## src/rtl/irq_agg_pkg.sv

```systemverilog
package irq_agg_pkg;
  localparam int unsigned SRC_W       = 5;
  localparam int unsigned MODEM_W     = 3;
  localparam int unsigned STAT_W      = SRC_W + MODEM_W;
  localparam int unsigned NUM_LINES   = 2;
  localparam int unsigned SYNC_STAGES = 2;

  typedef logic [STAT_W-1:0] stat_t;

  // status bit positions; software decodes these
  localparam int unsigned BIT_SLOT = 0;
  localparam int unsigned BIT_KBD  = 1;
  localparam int unsigned BIT_SER  = 2;
  localparam int unsigned BIT_SCSI = 3;
  localparam int unsigned BIT_NET  = 4;
  localparam int unsigned BIT_RATE = 5;
  localparam int unsigned BIT_DSR  = 6;
  localparam int unsigned BIT_RING = 7;

  localparam stat_t STAT_IDLE = '1;

  // which status bits feed each CPU line
  function automatic stat_t line_mask(int unsigned line);
    stat_t m;
    m = '0;
    if (line == 0) begin
      m[BIT_SLOT] = 1'b1;
      m[BIT_KBD]  = 1'b1;
      m[BIT_SER]  = 1'b1;
      m[BIT_NET]  = 1'b1;
    end else begin
      m[BIT_SCSI] = 1'b1;
    end
    return m;
  endfunction
endpackage

```

## src/rtl/irq_agg_sync.sv

```systemverilog
module irq_agg_sync #(
  parameter int unsigned        W       = 8,
  parameter int unsigned        STAGES  = 2,
  parameter logic [W-1:0]       RST_VAL = '1
) (
  input  logic         clk_i,
  input  logic         rst_ni,
  input  logic [W-1:0] d_i,
  output logic [W-1:0] q_o
);
  logic [STAGES-1:0][W-1:0] stg_q;

  always_ff @(posedge clk_i or negedge rst_ni) begin
    if (!rst_ni) begin
      for (int i = 0; i < int'(STAGES); i++) stg_q[i] <= RST_VAL;
    end else begin
      stg_q[0] <= d_i;
      for (int i = 1; i < int'(STAGES); i++) stg_q[i] <= stg_q[i-1];
    end
  end

  assign q_o = stg_q[STAGES-1];
endmodule

```

## src/rtl/irq_agg_stat.sv

```systemverilog
module irq_agg_stat
  import irq_agg_pkg::*;
(
  input  logic  clk_i,
  input  logic  rst_ni,
  input  stat_t sync_i,
  input  logic  rd_en_i,
  output stat_t stat_o,
  output stat_t rd_data_o
);
  stat_t stat_q, rd_q;

  always_ff @(posedge clk_i or negedge rst_ni) begin
    if (!rst_ni) stat_q <= STAT_IDLE;
    else         stat_q <= sync_i;
  end

  // read capture; no side effect on stat_q
  always_ff @(posedge clk_i or negedge rst_ni) begin
    if (!rst_ni)      rd_q <= STAT_IDLE;
    else if (rd_en_i) rd_q <= stat_q;
  end

  assign stat_o    = stat_q;
  assign rd_data_o = rd_q;
endmodule

```

## src/rtl/irq_agg_line.sv

```systemverilog
module irq_agg_line
  import irq_agg_pkg::*;
#(
  parameter stat_t MASK = '0
) (
  input  logic  clk_i,
  input  logic  rst_ni,
  input  stat_t stat_i,
  output logic  line_o
);
  logic req, line_q;

  // any masked bit at 0 is a pending request
  assign req = |(~stat_i & MASK);

  always_ff @(posedge clk_i or negedge rst_ni) begin
    if (!rst_ni)            line_q <= 1'b0;
    else if (req != line_q) line_q <= req;
  end

  assign line_o = line_q;
endmodule

```

## src/rtl/irq_status_agg.sv

```systemverilog
module irq_status_agg
  import irq_agg_pkg::*;
(
  input  logic               clk_i,
  input  logic               rst_ni,
  input  logic [SRC_W-1:0]   src_ni,
  input  logic [MODEM_W-1:0] modem_i,
  input  logic               rd_en_i,
  output logic [STAT_W-1:0]  rd_data_o,
  output logic [NUM_LINES-1:0] irq_o
);
  stat_t raw, sync, stat_w, rd_w;

  assign raw = {modem_i, src_ni};

  irq_agg_sync #(
    .W      (STAT_W),
    .STAGES (SYNC_STAGES),
    .RST_VAL(STAT_IDLE)
  ) u_sync (
    .clk_i (clk_i),
    .rst_ni(rst_ni),
    .d_i   (raw),
    .q_o   (sync)
  );

  irq_agg_stat u_stat (
    .clk_i    (clk_i),
    .rst_ni   (rst_ni),
    .sync_i   (sync),
    .rd_en_i  (rd_en_i),
    .stat_o   (stat_w),
    .rd_data_o(rd_w)
  );

  for (genvar g = 0; g < int'(NUM_LINES); g++) begin : g_line
    irq_agg_line #(
      .MASK(line_mask(g))
    ) u_line (
      .clk_i (clk_i),
      .rst_ni(rst_ni),
      .stat_i(stat_w),
      .line_o(irq_o[g])
    );
  end

  assign rd_data_o = rd_w;
endmodule

```

## config.mk

```make
export PLATFORM = sky130hd
export DESIGN_NAME = irq_status_agg
export DESIGN_NICKNAME = d
export VERILOG_FILES = /design/src/rtl/irq_agg_pkg.sv /design/src/rtl/irq_agg_sync.sv /design/src/rtl/irq_agg_stat.sv /design/src/rtl/irq_agg_line.sv /design/src/rtl/irq_status_agg.sv
export SDC_FILE = /design/constraint.sdc
export NUM_CORES = 1
export LEC_CHECK = 0
export ABC_AREA = 1
export BUFFER_PORTS_ARGS = -buffer_cell sky130_fd_sc_hd__buf_4
export CAP_MARGIN = 20
export CORE_MARGIN = 3
export CORE_UTILIZATION = 55
export CTS_CLUSTER_SIZE = 24
export DETAILED_ROUTE_END_ITERATION = 16
export PLACE_DENSITY = 0.84
export SLEW_MARGIN = 20
export SYNTH_ARGS = -nofsm -noshare
export SYNTH_HDL_FRONTEND = slang
export SYNTH_HIERARCHICAL = 1
export SYNTH_SLANG_ARGS = --single-unit
```

## constraint.sdc

```tcl
create_clock -name clk_i -period 1.48 [get_ports clk_i]
set_input_delay 0.148 -clock clk_i [delete_from_list [all_inputs] [get_ports clk_i]]
set_output_delay 0.148 -clock clk_i [all_outputs]
set_load 0.01 [all_outputs]
```

==> metrics <==
RSZ-0062 raised after global routing false; Avg WL per Cell around 11 um; DRT iter0 DRCs 15; Clk pwr share 42.2%; Combinational Power Share 6.4%; First-pass DRT Iterations 4; Worst Path Buf+Inv 1; Max VDD drop roughly 1300 uV; ANT nets after route 0; Mapped Area about 1100 um2; worst-path maximum fanout 2; status finished clean; Setup Crit Path Kind register to output port; DP Cell Count 110; final hold viol count 0; global-route wire length before repair 2311 um; RD Place Congestion 0.6836; net switching power figure roughly 0.00037 W; Fin Hold WS around 73 ps; sequential power share between 50% and 60%; area of the multi-input gates just over 100 um2; die height ~50 um; Worst Setup Start Kind register; Skew-Pair Late Insertion Delay between 300 and 400 ps; area grow syn2layout 28.89%; final non-filler cell total 127; R2R setup slack approximately 690 ps; core area about 1800 um2; distinct cell type count after synthesis 7; antenna violations before repair 0; CTS buffer count 5; share of layout cells above drive strength 1 59.80%; Final setup violation count 0; Mapped Cells 74; vias in the first global route about 560; Port Buffers 20; Total GRT Usage between 10% and 20%; Area after DPL approximately 1200 um2; largest net degree at the start of global routing 35; htree depth 2; Syn. warnings 6; sw frac a little under a fifth; Avg Cell Area, Syn around 15 um2; critical path's top delay family flip-flops; Post-Syn Nets 85; CTS Buffer Depth 2; die area 2528 um2; Boundary Pins 21; final WL ~1400 um; Cell Chain, Critical Path buf_4; Pwr Density ~1500 nW/um2; worst hold path class input pin to register; DRC viols 0; Slew Limit Fails 0; slowest cell on the critical path dfstp_2; row cnt 15; relative slew slack 75.18%; Clk Tree Root Cell clkbuf_4; leakage between 0.6 and 0.7 nW; CTS tree built; Clock Pin Slew Worst Setup and Hold Paths approximately 100 ps; commonest non-fill, non-tap cells in the layout dfstp_2 (32), nand2_1 (27), buf_4 (20), dlygate4sd3_1 (9), clkbuf_4 (5); Critical Path Max Stage Delay 540 ps; Antenna Cells 0; dpl hpwl 821.7 um; Vias 565; GRT overflow 0; Data required, critical path about 1300 ps; die width between 50 and 60 um; Worst-Margin Slew 372.2 ps; Peak Freq 892.9 MHz; Cell Int Power roughly 0.0017 W; Setup TNS 0 ps; min cycle time layout about 1100 ps; post-synthesis sequential area ratio between 80% and 90%; fin area between 1000 and 1500 um2; Initial Util about 60%; Nets around 110; Worst Path Arrival 970 ps; CP endpoint kind output port; FF+latch area around 900 um2; crit share post-route between 70 and 80%; Clock Skews about 5.6 ps; Clock Sinks 34; Avg Vias per Cell between 4 and 5; Max Cap Viol 0; # fillers 96; commonest non-fill, non-tap cell in the layout dfstp_2; synthesis-stage register bit count 34
logic make-up after synthesis:
| group | synth area share [%] |
|---|---|
| buffers and inverters | 8.004 |
| flip-flops | 82.60 |
| AND/OR/NAND/NOR | 9.397 |
worst paths after layout:
kind,from,endpoint,depth (start not counted)
worst max-delay path,u_stat/rd_data_o[7]$_DFFE_PN1P_,rd_data_o[7],1
worst min-delay path,rd_en_i,u_stat/rd_data_o[5]$_DFFE_PN1P_,3
worst max register to register,u_stat/stat_o[2]$_DFF_PN1_,g_line[0].u_line/line_o$_DFFE_PN0P_,3
worst min register to register,u_sync/q_o[0]$_DFF_PN1_,u_stat/stat_o[0]$_DFF_PN1_,0
max in group asynchronous,rst_ni,u_sync/q_o[3]$_DFF_PN1_,2
min in group asynchronous,rst_ni,g_line[0].u_line/line_o$_DFFE_PN0P_,2
cells in the mapped netlist (all sizes together):
cell | n | area, um2
buf | 9 | 71.32
dfrtp | 2 | 50.05
dfstp | 32 | 840.8
inv | 4 | 15.01
nand2 | 27 | 101.4
stage by stage:
stage,setup slack [ps],utilization [%],power (W)
global route,316.2,77.96,0.002114
floorplan,741.0,-,0.001111
CTS,347.7,77.96,0.002048
detailed placement,704.1,66.67,0.001172
global placement,717.1,66.67,0.001162
finish,360.1,77.96,0.002031
state kept, by name, summed over array words and instances, names as in the netlist:
name,cells
u_sync/q_o,8
u_sync/stg_q,8
g_line.u_line/line_o,2
u_stat/rd_data_o,8
u_stat/stat_o,8
cell type report:
type	instances	area share, %
clock buffer	6	3.690
clock inverter	2	4.320
inverter	4	1.080
multi-input combinational	27	7.291
sequential	34	64.09
tap	25	2.250
timing repair buffer	29	17.28
per-layer routing:
layer / GRT usage (%) / share of wire [%]
met1: 10.52 / 36
met2: 25.65 / 54
met3: 6.825 / 9.7
met4: 4.147 / 0.44
met5: 0 / 0
power groups by stage:
stage | logic [W] | registers [W] | clock network (W)
2_1_floorplan | 0.0000427 | 0.00107 | 0
3_3_place_gp | 0.000107 | 0.00106 | 0
3_5_place_dp | 0.000111 | 0.00106 | 0
4_1_cts | 0.000131 | 0.00105 | 0.000871
5_1_grt | 0.000144 | 0.00105 | 0.000917
6_report | 0.000129 | 0.00104 | 0.000857
timing repair:
item	4_1_cts	5_1_grt
setup buffers	0	0
gates resized for setup	0	0
hold buffers	9	0
endpoints found under the hold margin	10	0
Note: power is estimated with default switching activity, not from simulation.
